## config.mk

```make
export PLATFORM = sky130hd
export DESIGN_NAME = soc_addr_router
export DESIGN_NICKNAME = d
export VERILOG_FILES = /design/src/rtl/soc_route_pkg.sv /design/src/rtl/soc_route_decode.sv /design/src/rtl/soc_ram_arb.sv /design/src/rtl/soc_read_return.sv /design/src/rtl/soc_addr_router.sv
export SDC_FILE = /design/constraint.sdc
export NUM_CORES = 1
export LEC_CHECK = 0
export ABC_AREA = 1
export BUFFER_PORTS_ARGS = -buffer_cell sky130_fd_sc_hd__buf_2
export CAP_MARGIN = 15
export CORE_AREA = 2 2 369 371
export DETAILED_ROUTE_END_ITERATION = 12
export DIE_AREA = 0 0 371 373
export PLACE_DENSITY_LB_ADDON = 0.12
export SLEW_MARGIN = 20
export SYNTH_ARGS = -nofsm -noshare
export SYNTH_HDL_FRONTEND = slang
export SYNTH_SLANG_ARGS = --single-unit
```

## constraint.sdc

```tcl
create_clock -name clk -period 4.1 [get_ports clk]
set_input_delay 0.82 -clock clk [delete_from_list [all_inputs] [get_ports clk]]
set_output_delay 0.82 -clock clk [all_outputs]
set_load 0.05 [all_outputs]
```

## src/rtl/soc_route_pkg.sv

```systemverilog
package soc_route_pkg;

  typedef enum logic [2:0] {
    TGT_NONE = 3'd0,
    TGT_RAM  = 3'd1,
    TGT_ROM  = 3'd2,
    TGT_DMAC = 3'd3,
    TGT_INTC = 3'd4
  } tgt_e;

  localparam logic [16:0] DMAC_PAGE     = 17'h1_000A;
  localparam logic [16:0] INTC_PAGE     = 17'h1_000F;
  localparam logic [11:0] INTC_OFF_STAT = 12'h000;
  localparam logic [11:0] INTC_OFF_MASK = 12'h010;
  localparam logic [32:0] ROM_BASE      = 33'h0_1FC0_0000;
  localparam logic [31:0] POISON_WORD   = 32'hDEAD_BEEF;

endpackage

```

## src/rtl/soc_route_decode.sv

```systemverilog
module soc_route_decode
  import soc_route_pkg::*;
#(
  parameter int RAM_BYTES = 32'h0200_0000,
  parameter int ROM_BYTES = 32'h0040_0000,
  parameter int DW        = 128,
  localparam int LANES    = DW / 32,
  localparam int LB       = $clog2(LANES),
  localparam int RAM_AW   = $clog2(RAM_BYTES / (DW / 8)),
  localparam int ROM_AW   = $clog2(ROM_BYTES / 4)
) (
  input  logic [28:0]       phys,
  output tgt_e              tgt,
  output logic [RAM_AW-1:0] ram_idx,
  output logic [LB-1:0]     lane,
  output logic [ROM_AW-1:0] rom_widx,
  output logic [11:0]       off,
  output logic              intc_sel
);

  localparam logic [32:0] RAM_LIMIT = 33'(RAM_BYTES);
  localparam logic [32:0] ROM_END   = ROM_BASE + 33'(ROM_BYTES);

  logic [32:0] phys_w;
  logic        in_ram;
  logic        in_rom;
  logic        in_dmac;
  logic        in_intc;

  assign phys_w   = {4'b0, phys};
  assign off      = phys[11:0];
  assign ram_idx  = phys[RAM_AW+LB+1:LB+2];
  assign lane     = phys[LB+1:2];
  assign rom_widx = phys[ROM_AW+1:2];
  assign intc_sel = phys[4];

  always_comb begin
    in_ram  = phys_w < RAM_LIMIT;
    in_rom  = (phys_w >= ROM_BASE) && (phys_w < ROM_END);
    in_dmac = phys[28:12] == DMAC_PAGE;
    in_intc = (phys[28:12] == INTC_PAGE) &&
              ((phys[11:0] == INTC_OFF_STAT) || (phys[11:0] == INTC_OFF_MASK));
  end

  always_comb begin
    tgt = TGT_NONE;
    if (in_ram)       tgt = TGT_RAM;
    else if (in_rom)  tgt = TGT_ROM;
    else if (in_dmac) tgt = TGT_DMAC;
    else if (in_intc) tgt = TGT_INTC;
  end

endmodule

```

## src/rtl/soc_ram_arb.sv

```systemverilog
module soc_ram_arb (
  input  logic clk,
  input  logic rst_n,
  input  logic cpu_rd,
  input  logic cpu_wr,
  input  logic dma_req,
  input  logic eg_req,
  output logic dma_gnt,
  output logic eg_gnt,
  output logic dma_rvalid
);

  logic dma_rvalid_d;

  always_comb begin
    dma_gnt      = dma_req & ~cpu_rd;
    eg_gnt       = eg_req & ~cpu_wr;
    dma_rvalid_d = dma_gnt;
  end

  always_ff @(posedge clk or negedge rst_n) begin
    if (!rst_n) dma_rvalid <= 1'b0;
    else        dma_rvalid <= dma_rvalid_d;
  end

  // the read port serves at most one agent per cycle
  a_r3_read_port_single: assert property (@(posedge clk) disable iff (!rst_n)
    $onehot0({cpu_rd, dma_gnt}));

  // the write port serves at most one agent per cycle
  a_r4_write_port_single: assert property (@(posedge clk) disable iff (!rst_n)
    $onehot0({cpu_wr, eg_gnt}));

  // an uncontended DMA request is served at once
  a_r5_idle_port_grants: assert property (@(posedge clk) disable iff (!rst_n)
    (dma_req && !cpu_rd) |-> dma_gnt);

  // every DMA grant is answered in the next cycle
  a_r5_dma_return: assert property (@(posedge clk) disable iff (!rst_n)
    dma_gnt |=> dma_rvalid);

endmodule

```

## src/rtl/soc_read_return.sv

```systemverilog
module soc_read_return
  import soc_route_pkg::*;
#(
  parameter int DW     = 128,
  localparam int LANES = DW / 32,
  localparam int LB    = $clog2(LANES)
) (
  input  logic          clk,
  input  logic          rst_n,
  input  logic          rd_accept,
  input  tgt_e          tgt_in,
  input  logic [LB-1:0] lane_in,
  input  logic [DW-1:0] ram_rd_data,
  input  logic [31:0]   rom_rd_data,
  input  logic [31:0]   dmac_rdata,
  input  logic [31:0]   intc_rdata,
  output logic          rvalid,
  output logic [31:0]   rdata
);

  tgt_e          src_q, src_d;
  logic [LB-1:0] lane_q, lane_d;
  logic          rvalid_d;
  logic          cap_en;

  always_comb begin
    cap_en   = rd_accept;
    src_d    = cap_en ? tgt_in : src_q;
    lane_d   = cap_en ? lane_in : lane_q;
    rvalid_d = rd_accept;
  end

  always_ff @(posedge clk or negedge rst_n) begin
    if (!rst_n) begin
      src_q  <= TGT_NONE;
      lane_q <= '0;
      rvalid <= 1'b0;
    end else begin
      src_q  <= src_d;
      lane_q <= lane_d;
      rvalid <= rvalid_d;
    end
  end

  always_comb begin
    unique case (src_q)
      TGT_RAM:  rdata = ram_rd_data[{lane_q, 5'd0} +: 32];
      TGT_ROM:  rdata = rom_rd_data;
      TGT_DMAC: rdata = dmac_rdata;
      TGT_INTC: rdata = intc_rdata;
      default:  rdata = POISON_WORD;
    endcase
  end

  // every accepted load is answered in the next cycle
  a_r1_read_answered: assert property (@(posedge clk) disable iff (!rst_n)
    rd_accept |=> rvalid);

  // no valid without a load in the cycle before
  a_r12_quiet_without_load: assert property (@(posedge clk) disable iff (!rst_n)
    !rd_accept |=> !rvalid);

  // an answer from no target carries the poison word
  a_r8_poison_word: assert property (@(posedge clk) disable iff (!rst_n)
    (rvalid && src_q == TGT_NONE) |-> rdata == POISON_WORD);

endmodule

```

## src/rtl/soc_addr_router.sv

```systemverilog
module soc_addr_router
  import soc_route_pkg::*;
#(
  parameter int RAM_BYTES = 32'h0200_0000,
  parameter int ROM_BYTES = 32'h0040_0000,
  parameter int DW        = 128,
  localparam int LANES    = DW / 32,
  localparam int LB       = $clog2(LANES),
  localparam int BEW      = DW / 8,
  localparam int RAM_AW   = $clog2(RAM_BYTES / BEW),
  localparam int ROM_AW   = $clog2(ROM_BYTES / 4)
) (
  input  logic              clk,
  input  logic              rst_n,
  input  logic              cpu_req,
  input  logic              cpu_we,
  input  logic [31:0]       cpu_addr,
  input  logic [3:0]        cpu_be,
  input  logic [31:0]       cpu_wdata,
  output logic              cpu_rvalid,
  output logic [31:0]       cpu_rdata,
  input  logic              dma_req,
  input  logic [RAM_AW-1:0] dma_qaddr,
  output logic              dma_gnt,
  output logic              dma_rvalid,
  output logic [DW-1:0]     dma_rdata,
  input  logic              eg_req,
  input  logic [RAM_AW-1:0] eg_qaddr,
  input  logic [BEW-1:0]    eg_be,
  input  logic [DW-1:0]     eg_data,
  output logic              eg_gnt,
  output logic              ram_rd_en,
  output logic [RAM_AW-1:0] ram_rd_addr,
  input  logic [DW-1:0]     ram_rd_data,
  output logic              ram_wr_en,
  output logic [RAM_AW-1:0] ram_wr_addr,
  output logic [BEW-1:0]    ram_wr_be,
  output logic [DW-1:0]     ram_wr_data,
  output logic              rom_rd_en,
  output logic [ROM_AW-1:0] rom_rd_addr,
  input  logic [31:0]       rom_rd_data,
  output logic              dmac_rd_en,
  output logic              dmac_wr_en,
  output logic [11:0]       dmac_off,
  output logic [31:0]       dmac_wdata,
  input  logic [31:0]       dmac_rdata,
  output logic              intc_rd_en,
  output logic              intc_wr_en,
  output logic              intc_sel,
  output logic [31:0]       intc_wdata,
  input  logic [31:0]       intc_rdata
);

  // reset: asserted asynchronously, released on the clock
  logic rst_s0, rst_s1, rst_int_n;

  always_ff @(posedge clk or negedge rst_n) begin
    if (!rst_n) begin
      rst_s0 <= 1'b0;
      rst_s1 <= 1'b0;
    end else begin
      rst_s0 <= 1'b1;
      rst_s1 <= rst_s0;
    end
  end
  assign rst_int_n = rst_s1;

  logic unused_seg;
  assign unused_seg = ^cpu_addr[31:29];

  tgt_e              tgt;
  logic [RAM_AW-1:0] cpu_idx;
  logic [LB-1:0]     cpu_lane;
  logic [ROM_AW-1:0] rom_widx;
  logic [11:0]       reg_off;
  logic              reg_sel;

  soc_route_decode #(
    .RAM_BYTES(RAM_BYTES), .ROM_BYTES(ROM_BYTES), .DW(DW)
  ) u_dec (
    .phys(cpu_addr[28:0]), .tgt(tgt), .ram_idx(cpu_idx), .lane(cpu_lane),
    .rom_widx(rom_widx), .off(reg_off), .intc_sel(reg_sel)
  );

  logic cpu_rd, cpu_wr, cpu_ram_rd, cpu_ram_wr;

  always_comb begin
    cpu_rd     = cpu_req & ~cpu_we;
    cpu_wr     = cpu_req & cpu_we;
    cpu_ram_rd = cpu_rd & (tgt == TGT_RAM);
    cpu_ram_wr = cpu_wr & (tgt == TGT_RAM);
  end

  soc_ram_arb u_arb (
    .clk(clk), .rst_n(rst_int_n), .cpu_rd(cpu_ram_rd), .cpu_wr(cpu_ram_wr),
    .dma_req(dma_req), .eg_req(eg_req), .dma_gnt(dma_gnt), .eg_gnt(eg_gnt),
    .dma_rvalid(dma_rvalid)
  );

  // narrow store placed into its lane of the wide word
  logic [BEW-1:0] cpu_be_w;
  logic [DW-1:0]  cpu_wdata_w;

  for (genvar k = 0; k < LANES; k++) begin : g_lane
    assign cpu_be_w[4*k +: 4]     = (cpu_lane == LB'(k)) ? cpu_be : 4'b0;
    assign cpu_wdata_w[32*k +: 32] = cpu_wdata;
  end

  always_comb begin
    ram_rd_en   = cpu_ram_rd | dma_gnt;
    ram_rd_addr = cpu_ram_rd ? cpu_idx : dma_qaddr;
    ram_wr_en   = cpu_ram_wr | eg_gnt;
    ram_wr_addr = cpu_ram_wr ? cpu_idx : eg_qaddr;
    ram_wr_be   = cpu_ram_wr ? cpu_be_w : eg_be;
    ram_wr_data = cpu_ram_wr ? cpu_wdata_w : eg_data;
    dma_rdata   = ram_rd_data;

    rom_rd_en   = cpu_rd & (tgt == TGT_ROM);
    rom_rd_addr = rom_widx;

    dmac_rd_en  = cpu_rd & (tgt == TGT_DMAC);
    dmac_wr_en  = cpu_wr & (tgt == TGT_DMAC);
    dmac_off    = reg_off;
    dmac_wdata  = cpu_wdata;

    intc_rd_en  = cpu_rd & (tgt == TGT_INTC);
    intc_wr_en  = cpu_wr & (tgt == TGT_INTC);
    intc_sel    = reg_sel;
    intc_wdata  = cpu_wdata;
  end

  soc_read_return #(.DW(DW)) u_ret (
    .clk(clk), .rst_n(rst_int_n), .rd_accept(cpu_rd), .tgt_in(tgt),
    .lane_in(cpu_lane), .ram_rd_data(ram_rd_data), .rom_rd_data(rom_rd_data),
    .dmac_rdata(dmac_rdata), .intc_rdata(intc_rdata),
    .rvalid(cpu_rvalid), .rdata(cpu_rdata)
  );

  // a store to nowhere leaves every write port to the other agents
  a_r8_unmapped_write_silent: assert property (@(posedge clk) disable iff (!rst_int_n)
    (cpu_wr && tgt == TGT_NONE) |-> (!dmac_wr_en && !intc_wr_en && (ram_wr_en == eg_gnt)));

  // a CPU store enables exactly as many RAM bytes as the CPU asked for
  a_r2_store_byte_count: assert property (@(posedge clk) disable iff (!rst_int_n)
    cpu_ram_wr |-> ($countones(ram_wr_be) == $countones(cpu_be)));

  // one CPU access strobes at most one narrow target
  a_r6_single_target: assert property (@(posedge clk) disable iff (!rst_int_n)
    $onehot0({rom_rd_en, dmac_rd_en, dmac_wr_en, intc_rd_en, intc_wr_en}));

endmodule

```

==> results.md <==
* Status: completed
* H-tree levels at 1
* Worst setup SP type: primary input
* Clock slew at reported path FFs at ~0.050 ns
* Hold Crit Class: reg2async
* Overall Power at approximately 2.3 mW
* # setup viols final at 0
* Core Rows at roughly 140
* Via Count at between 10000 and 15000
* Total die area at roughly 140000 µm²
* DP HPWL at roughly 80 mm
* Maximum clock path buffer count at 2
* Core Area at 134600 µm²
* Setup Buffers After CTS at 0
* Die height at 373 µm
* I/O pin cnt at between 900 and 1000
* Number of port buffers at 934
* FILL cells at roughly 16000
* Max cap viols at 0
* Register area share after synthesis at ~3.6%
* First-pass GRT wire length at 110.9 mm
* Switching part of the total at approximately 70%
* RePlAce Congestion at between 0.8 and 0.9
* Initial antenna violation count at 93
* Fin util at between 8 and 9%
* Starting Density at approximately 4.7%
* NumNets Final at around 2400
* DRC at 0
* Final setup TNS at 0 ns
* Final Skew at 0.003433 ns
* CTS Hold Bufs at 0
* Worst IR Drop VDD at roughly 0.093 mV
* Layout cells sized above 1 at between 50% and 60%
* Worst slew margin at 48.95%
* Arrival time worst endpoint at around 2.7 ns
* Final hold violations at 0
* Num CTS Buffers at 3
* Clk Latency, worst-skew pair at 0.26 ns
* Mapped Cells at between 1000 and 1500
* Post-synth cell types at 30
* Vias per cell at 2.920
* WL final at 88.02 mm
* Total global routing overflow at 0
* Synth warn at 0
* Peak Freq at 287.9 MHz
* Root buf cell: clkbuf_16
* Syn Nets at 1738
* Seq pwr share at 4.5%
* Switching power total at 1.626 mW
* Layout area overhead at 85.71%
* Gr usage total at about an eighth
* Unrepaired setup endpoints after global routing: false
* P_leak at ~6.5 nW
* Storage element area at ~230 µm²
* Die X at about 370 µm
* Worst-margin pin slew at about 0.76 ns
* Part of the cycle the worst path needs at between 80% and 90%
* Drt first-iter violations at ~530
* P per Cell Area at about 200 nW/µm²
* Post-Syn Area at approximately 6300 µm²
* Tmin final at roughly 3.5 ns
* Multi-input logic area at roughly 3900 µm²
* CP endpoint kind: output port
* Largest net degree at the start of global routing at 57
* Clock Sinks at 9
* CTS tree: built
* Min Hold Slack at between 0.2 and 0.3 ns
* Logic pwr share at between 80% and 90%
* Flops & latches, synth at 9
* Drt pass-1 iters at 4
* PostCTS Resize Cnt at 0
* Mean area per synthesized cell at about 5.0 µm²
* Worst EP required at ~3.3 ns
* Clk pwr share at between 8 and 9%
* Max-slew violation count at 0
* Worst-path maximum fanout at 56
* WL per Instance at 23.61 µm
* CP Class: in2out
* Internal power at around 700 µW
* Vias in the first global route at 10940
* Antenna-violating nets left at 0
-- layout make-up --
type,instances,share of cell area [%]
timing repair buffer,958,43.27
multi-input combinational,911,33.03
tap,1781,19.11
sequential,9,1.953
inverter,47,1.577
clock buffer,4,0.6760
antenna,18,0.3863
-- Yosys cell counts --
library cell,instances,area (µm²)
nor2_8,1,20.02
o22ai_1,9,56.30
o21ai_2,14,122.6
dfrtp_1,9,225.2
and3_1,1,6.260
or2_2,1,6.260
nor2_1,135,506.7
nor3_1,3,15.01
inv_1,43,161.4
inv_2,3,11.26
conb_1,1,3.750
nor3_2,1,10.01
or2_0,1,6.260
buf_1,3,11.26
clkbuf_1,18,67.56
nand3_1,51,255.2
buf_2,22,110.1
buf_6,5,56.30
inv_4,1,6.260
nor2_2,1,6.260
buf_4,239,1794
o21ai_0,90,450.4
nand3_4,1,17.52
nand2_1,553,2076
o21ai_1,7,35.03
nand2_2,9,56.30
nand4_1,9,56.30
a31oi_1,1,6.260
a21oi_1,20,100.1
nor2_4,2,22.52
-- critical path: stages --
cell     delay (ns)
buf_2          0.12
nor2_4         0.19
nand3_4        0.15
nor2_4         0.26
buf_12         0.32
nand2_1        0.23
nand2_1        0.11
buf_2          0.33
-- power by group through the flow --
| stage | logic, mW | registers (mW) | clock network [mW] |
|---|---|---|---|
| finish | 2.02 | 0.105 | 0.201 |
| floorplan | 1.35 | 0.103 | 0 |
| global placement | 2.08 | 0.108 | 0 |
| global route | 2.14 | 0.107 | 0.224 |
| CTS | 2.07 | 0.106 | 0.226 |
| detailed placement | 2.07 | 0.108 | 0 |
-- per-stage QoR --
step / instances / cell area (µm²) / worst slack (ns)
final: 3728 / 11660 / 0.6268
after global routing: 3717 / 11630 / 0.5170
after CTS: 3710 / 11610 / 0.5605
after detailed placement: 3706 / 11540 / 0.5672
after global placement: 3706 / 11540 / 0.5661
after floorplan: 1254 / 6279 / 0.7455
-- routing by layer --
metal  track usage (%)  part of all wire [%]
met2             22.04                    50
met3             5.087                    10
met4             1.306                   1.6
met1             13.19                    38
met5                 0                  0.69
-- final timing paths --
check	endpoint	from	slack, ns	cells after the start
setup / recovery	ram_wr_data[64]	cpu_addr[25]	0.63	8
hold / removal	u_ret.lane_q[0]$_DFFE_PN0P_	rst_int_n$_DFF_PN0_	0.26	0
setup reg to reg	u_ret.lane_q[0]$_DFFE_PN0P_	u_ret.lane_q[0]$_DFFE_PN0P_	3.07	3
hold reg to reg	u_ret.lane_q[0]$_DFFE_PN0P_	rst_int_n$_DFF_PN0_	0.26	0
max in group asynchronous	u_ret.lane_q[1]$_DFFE_PN0P_	rst_int_n$_DFF_PN0_	3.39	0
min in group clk	rst_int_n$_DFF_PN0_	rst_s0$_DFF_PN0_	0.35	0
-- cells in the final DEF (no fill, tap or decap), drive strengths merged --
master	netlist	routed
a21oi	20	20
a31oi	1	1
and3	1	1
buf	269	958
clkbuf	18	4
conb	1	1
dfrtp	9	9
diode	0	18
inv	47	47
nand2	562	562
nand3	52	52
nand4	9	9
nor2	139	139
nor3	4	4
o21ai	111	111
o22ai	9	9
or2	2	2
-- flip-flops by register name, summed over array words and instances (netlist names) --
name,cells
u_ret.src_q,3
rst_s0,1
u_ret.lane_q,2
u_ret.rvalid,1
u_arb.dma_rvalid,1
rst_int_n,1
-- cell families (layout without fill, tap and decap cells) --
kind of cell,after synthesis,count (layout),share of synthesized area (%)
and+or+nand+nor,769,769,48.74
buffers and inverters,334,1009,35.33
AOI/OAI and AO/OA,141,141,12.28
DFF,9,9,3.587
other,1,19,0.05973
(Power assumes the default switching activity.)
